### src/rtl/nsr_pkg.sv
// Package: shared widths, selector and operation encodings, bit positions
// and reset values for the NAND register bank.
package nsr_pkg;
    localparam int REG_W = 8;
    localparam int SEL_W = 2;
    localparam int BP_W  = 4;

    typedef enum logic [SEL_W-1:0] {
        SEL_PROT = 2'd0,
        SEL_CFG  = 2'd1,
        SEL_STAT = 2'd2,
        SEL_NONE = 2'd3
    } reg_sel_e;

    typedef enum logic [1:0] {
        OP_IDLE  = 2'd0,
        OP_PROG  = 2'd1,
        OP_ERASE = 2'd2
    } op_kind_e;

    // protection register
    localparam int P_BP_LO   = 3;
    localparam int P_LOW_END = 2;
    localparam int P_HW_MODE = 1;
    // configuration register
    localparam int C_OTP_LOCK  = 7;
    localparam int C_OTP_EN    = 6;
    localparam int C_PROT_LOCK = 5;
    localparam int C_ECC_EN    = 4;
    localparam int C_BUF       = 3;
    // status register
    localparam int S_LUT   = 6;
    localparam int S_ECC_HI = 5;
    localparam int S_ECC_LO = 4;
    localparam int S_PFAIL = 3;
    localparam int S_EFAIL = 2;
    localparam int S_WEL   = 1;
    localparam int S_BUSY  = 0;

    localparam logic [REG_W-1:0] PROT_RST    = 8'h78;
    localparam logic [REG_W-1:0] PROT_WMASK  = 8'h7E;
    localparam logic [REG_W-1:0] CFG_BASE    = 8'h10;
    localparam logic [REG_W-1:0] CFG_WMASK   = 8'hF8;
    localparam logic [REG_W-1:0] CFG_STICKY  = 8'hA0;
endpackage

### src/rtl/nsr_prot_reg.sv
// Protection register. Holds the block-protect field, protected-end select
// and protect mode. Assumes wr_hit is a one-cycle host write strobe already
// decoded for this register; lock comes from the configuration register.
module nsr_prot_reg
    import nsr_pkg::*;
(
    input  logic             clk,
    input  logic             rst_n,
    input  logic             wr_hit,
    input  logic [REG_W-1:0] wr_data,
    input  logic             lock,
    input  logic             busy,
    input  logic             wp_n,
    output logic [REG_W-1:0] q
);
    logic pin_blocks;
    logic accept;

    // pin gating applies only in hardware protect mode
    assign pin_blocks = q[P_HW_MODE] & ~wp_n;
    assign accept     = wr_hit & ~busy & ~lock & ~pin_blocks;

    // register update: reset default or gated host write
    always_ff @(posedge clk) begin
        if (!rst_n) begin
            q <= PROT_RST;
        end else if (accept) begin
            q <= wr_data & PROT_WMASK;
        end
    end


    prot_lock_hold_chk: assert property (@(posedge clk) disable iff (!rst_n)
        lock |=> $stable(q));


    prot_sw_mode_write_chk: assert property (@(posedge clk) disable iff (!rst_n)
        (wr_hit && !busy && !lock && !q[P_HW_MODE])
            |=> (q == ($past(wr_data) & PROT_WMASK)));
endmodule

### src/rtl/nsr_cfg_reg.sv
// Configuration register. Holds the OTP lock and access bits, protection
// lock, ECC enable and buffered read mode. Assumes wr_hit is a one-cycle
// decoded write strobe. The lock bits are sticky until reset.
module nsr_cfg_reg
    import nsr_pkg::*;
#(
    parameter bit BUF_INIT = 1'b1
) (
    input  logic             clk,
    input  logic             rst_n,
    input  logic             wr_hit,
    input  logic [REG_W-1:0] wr_data,
    input  logic             busy,
    output logic [REG_W-1:0] q
);
    localparam logic [REG_W-1:0] BUF_BIT = BUF_INIT ? (REG_W'(1) << C_BUF) : '0;
    localparam logic [REG_W-1:0] CFG_RST = CFG_BASE | BUF_BIT;

    logic accept;
    assign accept = wr_hit & ~busy;

    // register update: new writable bits OR-ed with held sticky bits
    always_ff @(posedge clk) begin
        if (!rst_n) begin
            q <= CFG_RST;
        end else if (accept) begin
            q <= (wr_data & CFG_WMASK) | (q & CFG_STICKY);
        end
    end


    otp_lock_sticky_chk: assert property (@(posedge clk) disable iff (!rst_n)
        q[C_OTP_LOCK] |=> q[C_OTP_LOCK]);


    prot_lock_sticky_chk: assert property (@(posedge clk) disable iff (!rst_n)
        q[C_PROT_LOCK] |=> q[C_PROT_LOCK]);
endmodule

### src/rtl/nsr_stat_reg.sv
// Status register. Tracks busy, the write-enable latch, the program and
// erase failure flags, the ECC result and the table-full flag. Assumes
// all command inputs are single-cycle pulses from the command decoder;
// it has no host write path.
module nsr_stat_reg
    import nsr_pkg::*;
(
    input  logic             clk,
    input  logic             rst_n,
    input  logic             wren_cmd,
    input  logic             soft_rst,
    input  logic             pgm_start,
    input  logic             pgm_done,
    input  logic             pgm_fail,
    input  logic             ers_start,
    input  logic             ers_done,
    input  logic             ers_fail,
    input  logic             ecc_valid,
    input  logic [1:0]       ecc_code,
    input  logic             lut_full,
    output logic [REG_W-1:0] q
);
    logic       busy_q, wel_q, pfail_q, efail_q, lut_q;
    logic [1:0] ecc_q;
    op_kind_e   kind_q;
    logic       pgm_end_hit, ers_end_hit, start_ok;

    assign pgm_end_hit = busy_q & (kind_q == OP_PROG)  & pgm_done;
    assign ers_end_hit = busy_q & (kind_q == OP_ERASE) & ers_done;
    assign start_ok    = ~busy_q & wel_q;

    // table-full flag: registered copy of the input
    always_ff @(posedge clk) begin
        if (!rst_n) lut_q <= 1'b0;
        else        lut_q <= lut_full;
    end

    // ECC result: loaded on result pulse, cleared only by resets
    always_ff @(posedge clk) begin
        if (!rst_n || soft_rst) ecc_q <= 2'b00;
        else if (ecc_valid)     ecc_q <= ecc_code;
    end

    // operation sequencing: latch, busy, fail flags, running kind
    always_ff @(posedge clk) begin
        if (!rst_n || soft_rst) begin
            busy_q  <= 1'b0;
            wel_q   <= 1'b0;
            pfail_q <= 1'b0;
            efail_q <= 1'b0;
            kind_q  <= OP_IDLE;
        end else if (pgm_end_hit) begin
            busy_q  <= 1'b0;
            wel_q   <= 1'b0;
            pfail_q <= pgm_fail;
            kind_q  <= OP_IDLE;
        end else if (ers_end_hit) begin
            busy_q  <= 1'b0;
            wel_q   <= 1'b0;
            efail_q <= ers_fail;
            kind_q  <= OP_IDLE;
        end else if (start_ok && (pgm_start || ers_start)) begin
            busy_q  <= 1'b1;
            pfail_q <= 1'b0;
            efail_q <= 1'b0;
            kind_q  <= pgm_start ? OP_PROG : OP_ERASE;
        end else if (!busy_q && wren_cmd) begin
            wel_q   <= 1'b1;
        end
    end

    assign q = {1'b0, lut_q, ecc_q, pfail_q, efail_q, wel_q, busy_q};


    start_needs_latch_chk: assert property (@(posedge clk) disable iff (!rst_n)
        $rose(q[S_BUSY]) |-> $past(q[S_WEL]));


    end_clears_chk: assert property (@(posedge clk) disable iff (!rst_n)
        (pgm_end_hit || ers_end_hit) |=> (!q[S_BUSY] && !q[S_WEL]));


    ecc_hold_chk: assert property (@(posedge clk) disable iff (!rst_n)
        (!ecc_valid && !soft_rst) |=> $stable(q[S_ECC_HI:S_ECC_LO]));
endmodule

### src/rtl/nand_sreg_bank.sv
// Top of the register bank. Decodes host writes, muxes reads and brings
// the control fields out as levels. Assumes host_we and the command inputs
// are synchronous to clk; reads are combinational.
module nand_sreg_bank
    import nsr_pkg::*;
#(
    parameter bit BUF_INIT = 1'b1
) (
    input  logic             clk,
    input  logic             rst_n,
    input  logic             host_we,
    input  logic [SEL_W-1:0] host_sel,
    input  logic [REG_W-1:0] host_wdata,
    input  logic [SEL_W-1:0] host_rsel,
    output logic [REG_W-1:0] host_rdata,
    input  logic             cmd_wr_enable,
    input  logic             cmd_soft_reset,
    input  logic             pgm_start,
    input  logic             pgm_done,
    input  logic             pgm_fail,
    input  logic             ers_start,
    input  logic             ers_done,
    input  logic             ers_fail,
    input  logic             ecc_valid,
    input  logic [1:0]       ecc_result,
    input  logic             lut_full,
    input  logic             wp_n,
    output logic [BP_W-1:0]  blk_protect,
    output logic             prot_low_end,
    output logic             hw_protect_mode,
    output logic             ecc_enable,
    output logic             buf_mode,
    output logic             otp_access,
    output logic             otp_write_block,
    output logic             prot_locked,
    output logic             dev_busy,
    output logic             wel
);
    logic [REG_W-1:0] prot_q, cfg_q, stat_q;
    logic             prot_hit, cfg_hit;

    // write decode per register
    assign prot_hit = host_we & (host_sel == SEL_PROT);
    assign cfg_hit  = host_we & (host_sel == SEL_CFG);

    nsr_prot_reg u_prot (
        .clk     (clk),
        .rst_n   (rst_n),
        .wr_hit  (prot_hit),
        .wr_data (host_wdata),
        .lock    (cfg_q[C_PROT_LOCK]),
        .busy    (stat_q[S_BUSY]),
        .wp_n    (wp_n),
        .q       (prot_q)
    );

    nsr_cfg_reg #(.BUF_INIT(BUF_INIT)) u_cfg (
        .clk     (clk),
        .rst_n   (rst_n),
        .wr_hit  (cfg_hit),
        .wr_data (host_wdata),
        .busy    (stat_q[S_BUSY]),
        .q       (cfg_q)
    );

    nsr_stat_reg u_stat (
        .clk       (clk),
        .rst_n     (rst_n),
        .wren_cmd  (cmd_wr_enable),
        .soft_rst  (cmd_soft_reset),
        .pgm_start (pgm_start),
        .pgm_done  (pgm_done),
        .pgm_fail  (pgm_fail),
        .ers_start (ers_start),
        .ers_done  (ers_done),
        .ers_fail  (ers_fail),
        .ecc_valid (ecc_valid),
        .ecc_code  (ecc_result),
        .lut_full  (lut_full),
        .q         (stat_q)
    );

    // read mux
    always_comb begin
        case (host_rsel)
            SEL_PROT: host_rdata = prot_q;
            SEL_CFG:  host_rdata = cfg_q;
            SEL_STAT: host_rdata = stat_q;
            default:  host_rdata = '0;
        endcase
    end

    assign blk_protect     = prot_q[P_BP_LO +: BP_W];
    assign prot_low_end    = prot_q[P_LOW_END];
    assign hw_protect_mode = prot_q[P_HW_MODE];
    assign otp_write_block = cfg_q[C_OTP_LOCK];
    assign otp_access      = cfg_q[C_OTP_EN];
    assign prot_locked     = cfg_q[C_PROT_LOCK];
    assign ecc_enable      = cfg_q[C_ECC_EN];
    assign buf_mode        = cfg_q[C_BUF];
    assign dev_busy        = stat_q[S_BUSY];
    assign wel             = stat_q[S_WEL];


    stat_host_write_chk: assert property (@(posedge clk) disable iff (!rst_n)
        (host_we && host_sel == SEL_STAT && !cmd_wr_enable && !cmd_soft_reset
         && !pgm_start && !pgm_done && !ers_start && !ers_done && !ecc_valid)
            |=> (stat_q[S_ECC_HI:0] == $past(stat_q[S_ECC_HI:0])));
endmodule

### config.mk
export PLATFORM = sky130hd
export DESIGN_NAME = nand_sreg_bank
export DESIGN_NICKNAME = d
export VERILOG_FILES = /design/src/rtl/nsr_pkg.sv /design/src/rtl/nsr_prot_reg.sv /design/src/rtl/nsr_cfg_reg.sv /design/src/rtl/nsr_stat_reg.sv /design/src/rtl/nand_sreg_bank.sv
export SDC_FILE = /design/constraint.sdc
export NUM_CORES = 1
export LEC_CHECK = 0
export BUFFER_PORTS_ARGS = -buffer_cell sky130_fd_sc_hd__buf_2
export CORE_MARGIN = 4
export CORE_UTILIZATION = 44
export CTS_CLUSTER_SIZE = 10
export DETAILED_ROUTE_END_ITERATION = 7
export PLACE_DENSITY = 0.78
export REMOVE_ABC_BUFFERS = 1
export SLEW_MARGIN = 15
export SYNTH_ARGS = -nofsm -noshare
export SYNTH_HDL_FRONTEND = slang
export SYNTH_SLANG_ARGS = --single-unit
### constraint.sdc
create_clock -name clk -period 2.2 [get_ports clk]
set_input_delay 0.22 -clock clk [delete_from_list [all_inputs] [get_ports clk]]
set_output_delay 0.22 -clock clk [all_outputs]
set_load 0.1 [all_outputs]
==> results of run 1 <==
-- stage by stage --
step / hold WS (ns) / cell area, um^2 / std cells / setup TNS, ns
after floorplan: 0.3417 / 938.4 / 99 / -6.000
after global placement: 0.4269 / 1207 / 173 / 0
after detailed placement: 0.4399 / 1207 / 173 / 0
after CTS: 0.1142 / 1244 / 177 / 0
after global routing: 0.1062 / 1244 / 177 / 0
final: 0.1256 / 1244 / 177 / 0
-- placed cells by master (no fill, tap or decap), drive strengths merged --
| cell type | n |
|---|---|
| inv | 2 |
| and3b | 1 |
| or3b | 1 |
| o21ba | 1 |
| mux2i | 15 |
| o31ai | 1 |
| dfxtp | 20 |
| nor3 | 1 |
| nor2 | 8 |
| nand3 | 3 |
| o21ai | 6 |
| and4b | 1 |
| and4bb | 1 |
| nand2 | 10 |
| nand2b | 2 |
| and2 | 2 |
| a21oi | 6 |
| nand3b | 1 |
| nor2b | 12 |
| buf | 47 |
| a2111oi | 1 |
| clkbuf | 4 |
| nor3b | 2 |
| nand4b | 1 |
| o2111a | 1 |
-- layout make-up --
class,instances,area (um^2),area share [%]
Clock buffer,4,36.28,2.918
Timing Repair Buffer,47,235.2,18.91
Tap cell,27,33.78,2.716
Sequential cell,20,400.4,32.19
Inverter,2,7.507,0.6036
Multi-Input combinational cell,77,530.5,42.66
-- worst max-delay path: stages, from the launching register on --
cell and delay, ns:
dfxtp_1 0.40, or3b_4 0.43, a2111oi_4 0.62, mux2i_1 0.24
-- where the power goes --
part	internal, mW	switching [mW]	leakage (nW)
combinational	0.0525	0.155	0.377
sequential	0.373	0.00931	0.163
clock	0.101	0.104	0.0210
-- Yosys cell counts (all sizes together) --
master / count / area share [%]
and2: 2 / 1.4
clkbuf: 5 / 2.0
nand2b: 2 / 1.3
nand3: 3 / 1.6
inv: 2 / 0.78
a21oi: 6 / 3.1
nor2: 8 / 3.1
and4bb: 1 / 1.3
and3b: 1 / 0.92
o2111a: 1 / 1.2
nand4b: 1 / 0.92
a2111oi: 1 / 2.9
nor2b: 12 / 7.8
nor3: 1 / 0.52
o31ai: 1 / 0.78
nand2: 10 / 3.9
o21ba: 1 / 1.0
mux2i: 15 / 16
nand3b: 1 / 0.78
or3b: 1 / 1.2
o21ai: 6 / 3.1
dfxtp: 20 / 42
and4b: 1 / 1.2
nor3b: 2 / 1.6
-- per-layer routing --
layer  track usage, %  wire length, um  vias to the layer above
met5                0                0                        -
met4            5.394               22                        0
met3            4.360              114                        2
met2            30.51             1197                       21
met1            17.66              879                      409
li1                 -                -                      453
-- flip-flops by register name, indices dropped and copies added, names as in the netlist --
name            count
u_stat.pfail_q      1
u_stat.lut_q        1
u_stat.busy_q       1
u_stat.kind_q       2
u_stat.ecc_q        2
u_stat.wel_q        1
u_cfg.q             5
u_prot.q            6
u_stat.efail_q      1
-- cell families after synthesis --
| kind of cell | share of synthesized area [%] |
|---|---|
| AO/OA/AOI/OAI | 12.16 |
| flip-flops | 41.83 |
| multiplexers | 15.69 |
| AND/OR/NAND/NOR | 27.58 |
| buffers and inverters | 2.746 |
-- worst min path at each step --
stage | start | to | slack (ns) | cells past startpoint
6_report | lut_full | u_stat.lut_q | 0.13 | 2
5_1_grt | lut_full | u_stat.lut_q | 0.11 | 2
4_1_cts | lut_full | u_stat.lut_q | 0.11 | 2
3_5_place_dp | lut_full | u_stat.lut_q | 0.44 | 2
3_3_place_gp | lut_full | u_stat.lut_q | 0.43 | 2
2_1_floorplan | rst_n | u_stat.lut_q | 0.34 | 1
==> results.md, run 1 <==
- Final core utilization: 61.51%
- Tmin final: 1.760 ns
- Avg Inst Size Synth: 9.204 um^2
- Post-synth cell types: 25
- Share of cells above drive strength 1: 38.00%
- H-tree levels: 1
- Number of I/O pins: 49
- DRT antenna net count: 0
- Drt initial violations: 11
- CTS tree: done
- Gr ovfl total: 0
- Area grow syn2layout: 29.93%
- Fmax: 0.5683 GHz
- R2R Path End: u_prot.q[2]
- Worst setup margin: 0.4405 ns
- Port bufs: 47
- Min-delay worst type: input port to flip-flop
- Worst-Skew Late Latency: 0.29 ns
- Crit. Startpoint: u_stat.busy_q
- Die ar.: 2986 um^2
- PnR Total Power: 794.9 uW
- Worst-Margin Slew: 0.6172 ns
- CTS buffer count: 3
- RSZ-0062 raised after global routing: false
- Post-CTS Resized: 0
- CP Max Fanout: 9
- CP Launch Type: flip-flop
- Dpl hpwl: 1.829 mm
- Worst rel slew slack: 58.86%
- Setup Buffers After CTS: 0
- Seq/Total Area, Yosys: 41.83%
- Initial Utilization: 47.34%
- RR Startpoint: u_stat.busy_q
- Final wirelength: 2.214 mm
- Number of global-route vias before repair: 847
- Mapped cell area: 957.2 um^2
- Slew Viols, Final: 0
- Worst-path clk slew: 0.10 ns
- CP Class: flip-flop to flip-flop
- Antenna fix cells: 0
- R2r worst-path depth: 3
- Global-route wire length before repair: 3.546 mm
- # DRC: 0
- R2R Setup Slk: 0.44 ns
- # rows: 16
- Worst slack at placement: 0.4593 ns
- Routed wire per std cell: 12.51 um
- Ratio of total power to cell area: 639.2 nW/um^2
- Setup Skew: 0.001590 ns
- Max Buffers Root-to-Sink: 2
- Root buf cell: clkbuf_4
- Largest net degree at the start of global routing: 22
- Initial antenna violation count: 0
- Routability Congestion: 0.7549
- Worst Setup EP: u_prot.q[2]
- Worst EP required: 2.43 ns
- Post-Synthesis Cells: 104
- Seq cells post-synth: 20
- Total number of vias: 885
- Die Span X: 54.64 um
- Count of final setup violators: 0
- Syn. warnings: 0
- Pleak: 0.5608 nW
- Clock tree sinks: 20
- Vias per cell: 5.000
- Worst path arrival time: 1.99 ns
- Worst Setup End Kind: flip-flop
- Core ar.: 2022 um^2
- # fillers: 184
- Detailed Routing Iterations Pass 1: 4
- Maxcap violations: 0
- # hold bufs at CTS: 0
- Part of the cycle the worst path needs: 79.98%
- Status: completed
- Total Nets Final: 179
- GR Util All Layers: 16.44%
- Die H: 54.64 um
- Peak VDD IR: 0.6019 mV
- Fin. Hold Viols: 0
Power figures use the tool's default switching activity.
==> run 2, diff against run 1 <==
ABC_AREA = 1   (was not set)
clock period = 1.8 ns   (was 2.2 ns; I/O delays follow)
==> run 2 against run 1 <==
Against the previous run: register-to-register slack improved by 0.24 ns; utilization up 0.80 points; synthesized area fell by 1.2%; design area increased by 0.30%; critical path type is now flip-flop to output pin.
==> results.md, run 2 <==
- Simple-Gate Fraction of Synth Area: 40.61%
- Routed wire per std cell: 11.44 um
- Tmin final: 1.638 ns
- Total number of vias: 1,047
- Most flop-heavy register: u_prot.q
- Slew Viols, Final: 0
- Worst Hold Slack: 0.06529 ns
- Total Nets Final: 220
- Worst EP required: 1.62 ns
- Post-Synthesis Cells: 141
- Worst path arrival time: 1.46 ns
- Part of the cycle the worst path needs: 91.01%
- Worst path cell trace: inv_2, nor2_1, buf_2
- Root buf cell: clkbuf_4
- Gr ovfl total: 0
- Die ar.: 2956 um^2
- Count of final setup violators: 0
- Clock power frac: 24.7%
- Syn. warnings: 0
- Peak VDD IR: 0.5632 mV
- Seq pwr share: 45.1%
- Die H: 54.37 um
- Largest net degree at the start of global routing: 12
- Share of cells above drive strength 1: 32.46%
- Maxcap violations: 0
- Seq/Total Area, Yosys: 42.33%
- Most frequent cells in the layout: buf_2 (47), nand2_1 (39), dfxtp_1 (20)
- Post-synthesis compound-gate area fraction: 7.937%
- Worst-path clk slew: 0.11 ns
- Routability Congestion: 0.7968
- Die Span X: 54.37 um
- Avg Inst Size Synth: 6.709 um^2
- Status: completed
- Synth cell count leaders: nand2_1 (39), dfxtp_1 (20), inv_1 (18), nor2_1 (18), nand3_1 (12)
- Clock tree sinks: 20
- Most common cell in the netlist: nand2_1
- CP Launch Type: flip-flop
- Number of global-route vias before repair: 992
- Worst rel slew slack: 66.99%
- Adder-cell share of the synthesized area: 0%
- PnR Total Power: 1.051 mW
- Pint: 647.8 uW
- # rows: 16
- Final wirelength: 2.494 mm
- Final core utilization: 62.31%
- Combinational share of power: 30.2%
- Initial Utilization: 47.25%
- Async SR Flop Fraction: 0%
- Ratio of total power to cell area: 842.3 nW/um^2
- EDFF count, synth: 0
- Max Buffers Root-to-Sink: 2
- Area fraction of the dominant cell type after synthesis: 42.33%
- Dpl hpwl: 2.051 mm
- Setup Skew: 0.005316 ns
- Commonest non-fill, non-tap cell in the layout: buf_2
- # hold bufs at CTS: 0
- Number of I/O pins: 49
- CP Max Fanout: 7
- CTS tree: done
- Pleak: 0.6620 nW
- WP buf/inv: 2
- Main flop type after synthesis: dfxtp_1
- Fmax: 0.6104 GHz
- Seq cells post-synth: 20
- # DRC: 0
- Largest delay share family, worst path: buffers and inverters
- Global-route wire length before repair: 4.243 mm
- Core ar.: 2002 um^2
- Post-synthesis mux area share: 0%
- Max incr delay on CP: 0.52 ns
- Worst-Skew Late Latency: 0.30 ns
- CTS buffer count: 3
- Switching part of the total: 38.35%
- Critical-path top delay cell: dfxtp_1
- Dominant cell type by area after synthesis: dfxtp_1
- GR Util All Layers: 19.34%
- Top post-synthesis cells by area: dfxtp_1 (42%), nand2_1 (15%), inv_1 (7.1%)
- Mapped cell area: 945.9 um^2
- Worst Setup End Kind: output pin
- Detailed Routing Iterations Pass 1: 4
- Min-delay worst type: input port to flip-flop
- CP Class: flip-flop to output pin
- Net Sw Power: 402.9 uW
- Top flop regs: u_prot.q x6, u_cfg.q x5
- H-tree levels: 1
- Antenna fix cells: 0
- Post-CTS Resized: 0
- Post-synth cell types: 20
- Vias per cell: 4.803
- DRT antenna net count: 0
- Fin. Hold Viols: 0
- Drt initial violations: 21
- Xor/xnor cell area share of the yosys netlist: 0%
- Port bufs: 47
- Setup Buffers After CTS: 0
- Worst-Margin Slew: 0.4985 ns
- Initial antenna violation count: 0
- Area grow syn2layout: 31.88%
- Max reg flops: 6
- Largest family of logic cells by synthesized area: simple AND/OR/NAND/NOR gates
- RSZ-0062 raised after global routing: false
==> run 2: through the flow <==
stage	std cells	cell area, um^2	worst slack (ns)	TNS [ns]
after floorplan	140	942.2	-1.608	-5.847
after global placement	214	1211	0.3717	0
after detailed placement	214	1211	0.3516	0
after CTS	218	1247	0.1484	0
after global routing	218	1247	0.05950	0
final	218	1247	0.1618	0
==> run 2: power groups by stage <==
stage	Sequential, mW	Clock (mW)	Combinational, mW
after floorplan	0.583	0	0.140
after global placement	0.484	0	0.313
after detailed placement	0.484	0	0.318
after CTS	0.474	0.265	0.319
after global routing	0.477	0.291	0.337
final	0.474	0.259	0.318
==> run 2: worst min-delay path, stage by stage <==
cell     delay, ns
buf_2         0.07
nand2_1       0.04
inv_1         0.04
==> run 2: kinds of logic after synthesis <==
logic type,Yosys count
buffers and inverters,23
AND/OR/NAND/NOR,85
AO/OA/AOI/OAI,13
flip-flops,20
==> run 2: final cells by class <==
class	count	area (um^2)
Fill cell	201	754.5
Sequential cell	20	400.4
Inverter	22	82.58
Tap cell	27	33.78
Clock buffer	4	36.28
Multi-Input combinational cell	98	459.2
Timing Repair Buffer	47	235.2
==> run 2: path summary, 6_finish.rpt <==
kind / start / to / slack, ns / cells past startpoint
setup / recovery: u_stat.busy_q / host_rdata[0] / 0.16 / 3
setup reg to reg: u_stat.busy_q / u_stat.kind_q[1] / 0.68 / 3
hold / removal: lut_full / u_stat.lut_q / 0.07 / 3
hold reg to reg: u_stat.ecc_q[1] / u_stat.ecc_q[1] / 0.48 / 2
==> run 2: layer usage <==
layer	GRT usage [%]	wire [um]	part of all wire [%]
met4	4.979	0	0
met1	23.80	1115	45
met2	33.67	1207	48
met5	0	0	0
met3	4.360	171	6.9
